File: config.mk
export PLATFORM = sky130hd
export DESIGN_NAME = txn_status_ctrl
export DESIGN_NICKNAME = d
export VERILOG_FILES = /design/src/rtl/txn_pkg.sv /design/src/rtl/txn_flags.sv /design/src/rtl/txn_bus_port.sv /design/src/rtl/txn_status_ctrl.sv
export SDC_FILE = /design/constraint.sdc
export NUM_CORES = 1
export LEC_CHECK = 0
export ABC_CLOCK_PERIOD_IN_PS = 1600
export BUFFER_PORTS_ARGS = -buffer_cell sky130_fd_sc_hd__buf_2
export CORE_UTILIZATION = 43
export DETAILED_ROUTE_END_ITERATION = 10
export PLACE_DENSITY = 0.87
export SYNTH_ARGS = -nofsm -noshare
export SYNTH_HDL_FRONTEND = slang
export SYNTH_SLANG_ARGS = --single-unit
File: constraint.sdc
create_clock -name clk -period 1.6 [get_ports clk]
set_input_delay 0.16 -clock clk [delete_from_list [all_inputs] [get_ports clk]]
set_output_delay 0.16 -clock clk [all_outputs]
set_load 0.02 [all_outputs]
File: src/rtl/txn_pkg.sv
package txn_pkg;
  typedef enum logic [2:0] {
    OP_LOAD      = 3'd0,
    OP_LOAD_EXCL = 3'd1,
    OP_STORE     = 3'd2,
    OP_CHECK     = 3'd3,
    OP_COMMIT    = 3'd4,
    OP_ABORT     = 3'd5,
    OP_RSVD6     = 3'd6,
    OP_RSVD7     = 3'd7
  } txn_op_e;

  typedef enum logic {
    REQ_SHARED = 1'b0,
    REQ_OWN    = 1'b1
  } req_kind_e;
endpackage

File: src/rtl/txn_flags.sv
module txn_flags (
  input  logic clk,
  input  logic rst,
  input  logic set_active,
  input  logic end_txn,
  input  logic kill,
  output logic active,
  output logic live
);
  // Ending a transaction outranks a kill in the same cycle: the
  // instruction that ends it has already folded the kill into its result.
  always_ff @(posedge clk) begin
    if (rst) begin
      active <= 1'b0;
      live   <= 1'b1;
    end else if (end_txn) begin
      active <= 1'b0;
      live   <= 1'b1;
    end else begin
      if (kill)       live   <= 1'b0;
      if (set_active) active <= 1'b1;
    end
  end

  // a kill with no ending instruction leaves the flag dead
  a_r11_kill_sticks: assert property (@(posedge clk) disable iff (rst)
    (kill && !end_txn) |=> !live);
endmodule

File: src/rtl/txn_bus_port.sv
module txn_bus_port
  import txn_pkg::*;
#(
  parameter int ADDR_W = 32
) (
  input  logic              clk,
  input  logic              rst,
  input  logic              issue,
  input  req_kind_e         kind_in,
  input  logic [ADDR_W-1:0] addr_in,
  input  logic              resp_valid,
  output logic              pending,
  output req_kind_e         kind,
  output logic [ADDR_W-1:0] addr
);
  always_ff @(posedge clk) begin
    if (rst) begin
      pending <= 1'b0;
      kind    <= REQ_SHARED;
      addr    <= '0;
    end else if (issue) begin
      pending <= 1'b1;
      kind    <= kind_in;
      addr    <= addr_in;
    end else if (resp_valid && pending) begin
      pending <= 1'b0;
    end
  end

  // the sequencer never issues on top of an outstanding request
  a_r3_single_outstanding: assert property (@(posedge clk) disable iff (rst)
    pending |-> !issue);
endmodule

File: src/rtl/txn_status_ctrl.sv
module txn_status_ctrl
  import txn_pkg::*;
#(
  parameter int ADDR_W = 32
) (
  input  logic              clk,
  input  logic              rst,
  input  logic              op_valid,
  input  logic [2:0]        op_code,
  input  logic [ADDR_W-1:0] op_addr,
  output logic              op_ready,
  input  logic              cache_hit,
  output logic              bus_req_valid,
  output logic              bus_req_rfo,
  output logic [ADDR_W-1:0] bus_req_addr,
  input  logic              bus_resp_valid,
  input  logic              bus_resp_busy,
  input  logic              irq,
  input  logic              tc_overflow,
  output logic              done,
  output logic              status_bit,
  output logic              commit_strobe,
  output logic              abort_strobe,
  output logic              fill_strobe,
  output logic              fill_reserved,
  output logic              txn_active,
  output logic              txn_live
);
  txn_op_e   op;
  logic      pending, acc, is_mem, irq_any, kill, kill_all, live_now;
  logic      issue, resp, resp_ok, end_txn;
  logic      nxt_status, nxt_abort, nxt_commit;
  req_kind_e req_kind, held_kind;

  assign op       = txn_op_e'(op_code);
  assign op_ready = !pending;
  assign acc      = op_valid && !pending;
  assign is_mem   = acc && (op == OP_LOAD || op == OP_LOAD_EXCL || op == OP_STORE);
  assign irq_any  = irq || tc_overflow;
  // An abort source counts only against a live transaction that exists
  // or is being started by this very instruction.
  assign kill     = irq_any && txn_live && (txn_active || is_mem);
  assign live_now = txn_live && !kill;
  assign resp     = pending && bus_resp_valid;
  assign resp_ok  = resp && live_now && !bus_resp_busy;
  assign kill_all = kill || (resp && bus_resp_busy && txn_live);
  assign issue    = is_mem && live_now && !cache_hit;
  assign req_kind = (op == OP_LOAD) ? REQ_SHARED : REQ_OWN;
  assign end_txn  = acc && (op == OP_COMMIT || op == OP_ABORT ||
                            (op == OP_CHECK && !live_now));

  always_comb begin
    nxt_status = 1'b0;
    if (resp) nxt_status = resp_ok;
    else if (acc && (is_mem || op == OP_CHECK || op == OP_COMMIT)) nxt_status = live_now;
  end

  assign nxt_commit = acc && (op == OP_COMMIT) && live_now;
  assign nxt_abort  = kill_all || (acc && op == OP_ABORT) ||
                      (acc && op == OP_COMMIT && !live_now);

  txn_flags u_flags (
    .clk        (clk),
    .rst        (rst),
    .set_active (is_mem),
    .end_txn    (end_txn),
    .kill       (kill_all),
    .active     (txn_active),
    .live       (txn_live)
  );

  txn_bus_port #(.ADDR_W(ADDR_W)) u_bus (
    .clk        (clk),
    .rst        (rst),
    .issue      (issue),
    .kind_in    (req_kind),
    .addr_in    (op_addr),
    .resp_valid (bus_resp_valid),
    .pending    (pending),
    .kind       (held_kind),
    .addr       (bus_req_addr)
  );

  assign bus_req_valid = pending;
  assign bus_req_rfo   = (held_kind == REQ_OWN);

  always_ff @(posedge clk) begin
    if (rst) begin
      done          <= 1'b0;
      status_bit    <= 1'b0;
      commit_strobe <= 1'b0;
      abort_strobe  <= 1'b0;
      fill_strobe   <= 1'b0;
      fill_reserved <= 1'b0;
    end else begin
      done          <= (acc && !issue) || resp;
      status_bit    <= nxt_status;
      commit_strobe <= nxt_commit;
      abort_strobe  <= nxt_abort;
      fill_strobe   <= resp_ok;
      fill_reserved <= resp_ok && (held_kind == REQ_OWN);
    end
  end

  // a commit strobe never meets an abort strobe and closes the transaction
  a_r8_commit_closes: assert property (@(posedge clk) disable iff (rst)
    commit_strobe |-> (!abort_strobe && !txn_active && txn_live && status_bit));
  // a new bus request is only launched by a live transaction
  a_r6_no_req_when_dead: assert property (@(posedge clk) disable iff (rst)
    $rose(bus_req_valid) |-> $past(txn_live));
  // an unanswered request holds its address and produces no done
  a_r3_hold_request: assert property (@(posedge clk) disable iff (rst)
    (bus_req_valid && !bus_resp_valid) |=> (bus_req_valid && $stable(bus_req_addr) && !done));
  // a fill only accompanies a successful completion of a live transaction
  a_r4_fill_live: assert property (@(posedge clk) disable iff (rst)
    fill_strobe |-> (done && status_bit && txn_live && txn_active));
endmodule

---- Word-level counts from Yosys, hierarchy flattened ----
Cells that the tools add are included.
storage, ports and cells
  output and inout port bits .............. 43
  flip-flop bits (word level) ............. 42
cells by class
  equality and inequality tests ........... 5
  multiplexer cells ....................... 5
  reductions and logical operators ........ 42
operators with widths
  operator            count
  $logic_and 1x1->1   21
  $logic_or 1x1->1    12
  $eq 3x2->1 const B  2
  $eq 3x3->1 const B  2
  $logic_not 1->1     6
  $mux 1              5
  $eq 3x1->1 const B  1
  $logic_not 3->1     1
  $reduce_bool 2->1   1
  $reduce_or 2->1     1

---- Longest topological paths before layout ----
  word-level depth ........................ 13
  depth in mapped cells ................... 6
  depth with buffers taken out ............ 4

---- Modules after synthesis ----
Synthesis repeated with hierarchy kept, for this count alone.
unflattened totals
  cell total of the unflattened synthesis .. 159
  area, all modules ....................... 1664.1 um^2
by module, submodules not included
  module           times used  area an instance (um^2)  cells an instance  sequential area each (um^2)
  txn_bus_port     1           1238.7                   111                680.7
  txn_status_ctrl  1           362.8                    42                 120.1
  txn_flags        1           62.6                     6                  40.0

---- Least setup slack after synthesis ----
No wires, ideal clock.
  kind .................................... register -> register
  start point ............................. register u_flags.live
  end point ............................... register u_bus.addr[10]
  library setup time ...................... 0.132 ns
  stages on the path, launching flop included .. 6
  period minus slack after synthesis ...... 1.468 ns
  path buffers ............................ 1
  arrival ................................. 1.336 ns
  slack ................................... 0.132 ns
  cell sequence ........................... dfxtp_1 nor4b_2 nand3_1 clkbuf_1 nand2_1 a21oi_1
between the ends
  longest elaborated chain between the ends .. 6
RTL lines
  item                                line                   source
  from (decl)                         txn_flags.sv:8         output logic live
  from (signal assigned)              txn_flags.sv:15        live <= 1'b1;
  from (signal assigned)              txn_flags.sv:18        live <= 1'b1;
  from (signal assigned)              txn_flags.sv:20        if (kill) live <= 1'b0;
  $logic_and 1x1->1 (2 in a row)      txn_status_ctrl.sv:42  assign kill = irq_any && txn_live && (txn_active || is_mem);
  $logic_not 1->1                     txn_status_ctrl.sv:43  assign live_now = txn_live && !kill;
  $logic_and 1x1->1 (*)               txn_status_ctrl.sv:43
  $logic_and 1x1->1 (*) (2 in a row)  txn_status_ctrl.sv:47  assign issue = is_mem && live_now && !cache_hit;
  to (signal assigned)                txn_bus_port.sv:24     addr <= addr_in;
  to (decl)                           txn_bus_port.sv:14     output logic [ADDR_W-1:0] addr
Every way passes the cells marked *; elsewhere a longest branch is shown, timed or not.
A chain may end at the register's enable or synchronous reset.

---- Final worst setup path ----
  start point ............................. register u_bus.pending
  end point ............................... register u_bus.kind
between the ends
  longest elaborated chain between the ends .. 9
RTL lines
  item                                line                   source
  from (decl)                         txn_bus_port.sv:12     output logic pending,
  from (signal assigned)              txn_bus_port.sv:18     pending <= 1'b0;
  from (signal assigned)              txn_bus_port.sv:22     pending <= 1'b1;
  from (signal assigned)              txn_bus_port.sv:26     pending <= 1'b0;
  $logic_not 1->1 (*)                 txn_status_ctrl.sv:37  assign acc = op_valid && !pending;
  $logic_and 1x1->1 (*)               txn_status_ctrl.sv:37
  $logic_and 1x1->1 (*)               txn_status_ctrl.sv:38  assign is_mem = acc && (op == OP_LOAD || op == OP_LOAD_EXCL || op == OP_STORE);
  $logic_or 1x1->1                    txn_status_ctrl.sv:42
  $logic_and 1x1->1                   txn_status_ctrl.sv:42
  $logic_not 1->1                     txn_status_ctrl.sv:43
  $logic_and 1x1->1                   txn_status_ctrl.sv:43
  $logic_and 1x1->1 (*) (2 in a row)  txn_status_ctrl.sv:47
  to (signal assigned)                txn_bus_port.sv:23     kind <= kind_in;
  to (decl)                           txn_bus_port.sv:13     output req_kind_e kind,
Marked as above.

==> out/qor.csv <==
stage,metric,value,unit
power_and_ir_drop,Flop pwr share,58.9,%
setup_path,crit-path max cell delay,0.36,ns
synth,Synth top area share,53.33,%
clock_network,H-tree Lvls,2,
outcome,run status,"complete, no violations",
clock_network,Max Buffers Root-to-Sink,2,
final_layout,post-layout net count,327,
synth,"FFs w/ async S/R, synth",0,%
routing,DRT Pass-1 Iters,4,
clock_network,CTS root buf,clkbuf_4,
placed_design,Placed Area,2063,sq um
global_route,pin count of the biggest net entering global routing,37,
synth,Syn Nets,237,
timing,fin crit share,93.49,%
setup_path,crit path capture,u_bus.kind,
routing,Routed WL per cell,11.23,um
timing,Setup TNS,0,ns
global_route,GRT overflow,0,
global_route,first-pass GRT wire length,6423,um
final_layout,Area Growth Syn to Fin,35.56,%
floorplan,Core ar.,3416,sq um
routing,WL final,3717,um
clock_network,post-cts sizing count,0,
floorplan,I/O pins,86,
timing,Clock Skews,0.01126,ns
worst_hold_path,worst hold path startpoint,op_addr[4],
power_and_ir_drop,P_int,1359,uW
synth,synthesized area per cell,8.126,sq um
setup_path,Crit path max-delay family,simple AND/OR/NAND/NOR gates,
setup_path,Worst path depth,5,
power_and_ir_drop,VDD IR max,487.3,uV
clock_network,setup bufs post-CTS,0,
timing,worst slew pin tran,0.3686,ns
synth,leading area contributor after synthesis,dfxtp_1,
global_route,Total GRT Usage,20.86,%
synth,register bit total from synthesis,42,
setup_path,Startpoint Class,register,
setup_path,Critical path buffers and inverters,1,
final_layout,Fillers,316,
synth,synthesized instance count,194,
setup_path,"slowest stage cell, crit path",dfxtp_1,
routing,# DRC,0,
timing,max-slew violations,0,
synth,sequential share of the synthesized area,53.33,%
floorplan,Die H,62.55,um
final_layout,Antenna diodes,0,
synth,Main synth FF type,dfxtp_1,
timing,Final Hold Fails,0,
setup_path,worst path cell trace,"nor3b_2, and3_1, buf_12, nor2_1, a211oi_1",
timing,Slew Limit Headroom,75.43,%
power_and_ir_drop,Clk pwr share,30.5,%
setup_path,Reg2Reg Depth,5,
power_and_ir_drop,power per cell area,850.1,nW/um^2
routing,Via Count,1621,
synth,YS warnings,0,
setup_path,Critical Path Start,u_bus.pending,
synth,top-count cell post-synth,nand2_1,
setup_path,RR Startpoint,u_bus.pending,
clock_network,"Clk Latency, worst-skew pair",0.35,ns
floorplan,die width,62.55,um
synth,synth unique cells,25,
timing,RSZ-0062 raised after global routing,no,
power_and_ir_drop,leakage power,0.0009689,uW
floorplan,initial core utilization,46.15,%
synth,Area contributors post-synth,"dfxtp_1, nand2_1, a21oi_1",
routing,drt initial violations,90,
final_layout,area of the multi-input gates,655.6,sq um
floorplan,site row count,21,
floorplan,die footprint,3913,sq um
global_route,initial antenna violation count,0,
final_layout,storage element area,840.8,sq um
setup_path,worst-path maximum fanout,25,
synth,Post-synth top cells,"nand2_1, dfxtp_1, a21oi_1",
power_and_ir_drop,Comb power frac,10.5,%
setup_path,kind of critical path,register to register,
clock_network,CTS hold repair buffers,1,
synth,"EDFF count, synth",0,
synth,synthesized area,1577,sq um
setup_path,WP data required,1.86,ns
power_and_ir_drop,Net Switching,457.9,uW
placed_design,port buffer count,85,
clock_network,CTS tree,built,
final_layout,fraction of layout cells with a size suffix above 1,36.84,%
routing,Routed Antenna Nets,0,
final_layout,Final Cell Area,2137,sq um
setup_path,R2R Path End,u_bus.kind,
clock_network,total CTS buffers,5,
setup_path,R2R Setup Slk,0.10,ns
timing,Final Setup Violations,0,
power_and_ir_drop,sw frac,25.20,%
placed_design,HPWL after DPL,2612,um
clock_network,clk sink count,42,
clock_network,Worst-path clk slew,0.13,ns
timing,Period minus WS final,1.496,ns
power_and_ir_drop,Pwr Total,1817,uW
flow_run,Max Cap Violations,0,
placed_design,Final Wtd Congestion,0.9414,
global_route,number of global-route vias before repair,1452,
setup_path,Arrival @ worst endpoint,1.76,ns
setup_path,Worst Setup End Kind,register,
timing,Fmax achieved,0.6685,GHz
worst_hold_path,HP Class,input pin to register,
routing,Via density,4.897,
power groups by stage:
stage,clock [uW],combinational (uW),sequential [uW]
finish,555,191,1070
global route,632,211,1070
CTS,572,191,1070
detailed placement,0,187,1090
global placement,0,187,1090
floorplan,0,66.6,1120
placed cells by master, fill, tap and decap left out:
cell and instances:
o21ai_0 5, nor3_1 3, dlygate4sd3_1 1, buf_2 85, or2b_1 1, nor3b_2 1, and2b_2 1, clkinvlp_4 1
o2bb2ai_1 1, a21oi_1 37, and3_1 2, clkinv_2 1, nand3_1 3, nor2_1 5, nand2_1 69, clkbuf_4 5
a32o_1 1, clkbuf_8 1, or3b_1 1, nor4b_2 1, buf_4 7, dfxtp_1 42, nor2b_1 1, inv_1 3
a211oi_1 2, buf_12 1, nand3b_1 1, and2_2 1, o2111ai_1 2
cell families after synthesis:
logic type / count (synthesis) / synth area share, %
buf+inv: 14 / 5.079
simple gates: 90 / 25.00
flops: 42 / 53.33
compound gates: 48 / 16.59
worst min-delay path by stage:
stage / endpoint / slack, ns / cells after the start
2_1_floorplan: commit_strobe / 0.24 / 1
3_3_place_gp: fill_strobe / 0.37 / 2
3_5_place_dp: fill_strobe / 0.38 / 2
4_1_cts: u_bus.addr[4] / 0.02 / 3
5_1_grt: u_bus.addr[28] / 0.01 / 3
6_report: u_bus.addr[4] / 0.03 / 3
tightest hold or removal path, stage by stage:
cell and delay, ns:
buf_2 0.09, nand2_1 0.05, a21oi_1 0.05
state kept, by name, summed over array words and instances (netlist names):
name	count
commit_strobe	1
done	1
fill_strobe	1
status_bit	1
u_bus.kind	1
u_flags.live	1
fill_reserved	1
u_bus.pending	1
u_flags.active	1
u_bus.addr	32
abort_strobe	1
metrics by stage:
step           setup slack (ns)  instances  util (%)  hold WS, ns
2_1_floorplan            0.1322        194         -       0.2393
3_3_place_gp             0.2361        322     60.40       0.3699
3_5_place_dp             0.1571        322     60.40       0.3809
4_1_cts                  0.1189        331     62.56      0.01977
5_1_grt                 0.01914        331     62.56      0.01005
6_report                 0.1041        331     62.56      0.02782
routing by layer:
metal  GRT usage [%]  routed length [um]  part of all wire, %  vias to the layer above
met5               0                   0                    0                        -
met4           7.849                  74                  2.0                        0
met3           6.934                 297                  8.0                       11
met2           34.65                1715                   46                       81
met1           24.83                1629                   44                      709
li1                -                   -                    -                      820
layout make-up:
| type | count | area share (%) |
|---|---|---|
| sequential | 42 | 39.34 |
| timing repair buffer | 94 | 23.77 |
| multi-input combinational | 138 | 30.68 |
| tap | 46 | 2.693 |
| inverter | 3 | 0.5269 |
| clock buffer | 6 | 2.400 |
| clock inverter | 2 | 0.5855 |
(Power assumes the default switching activity.)
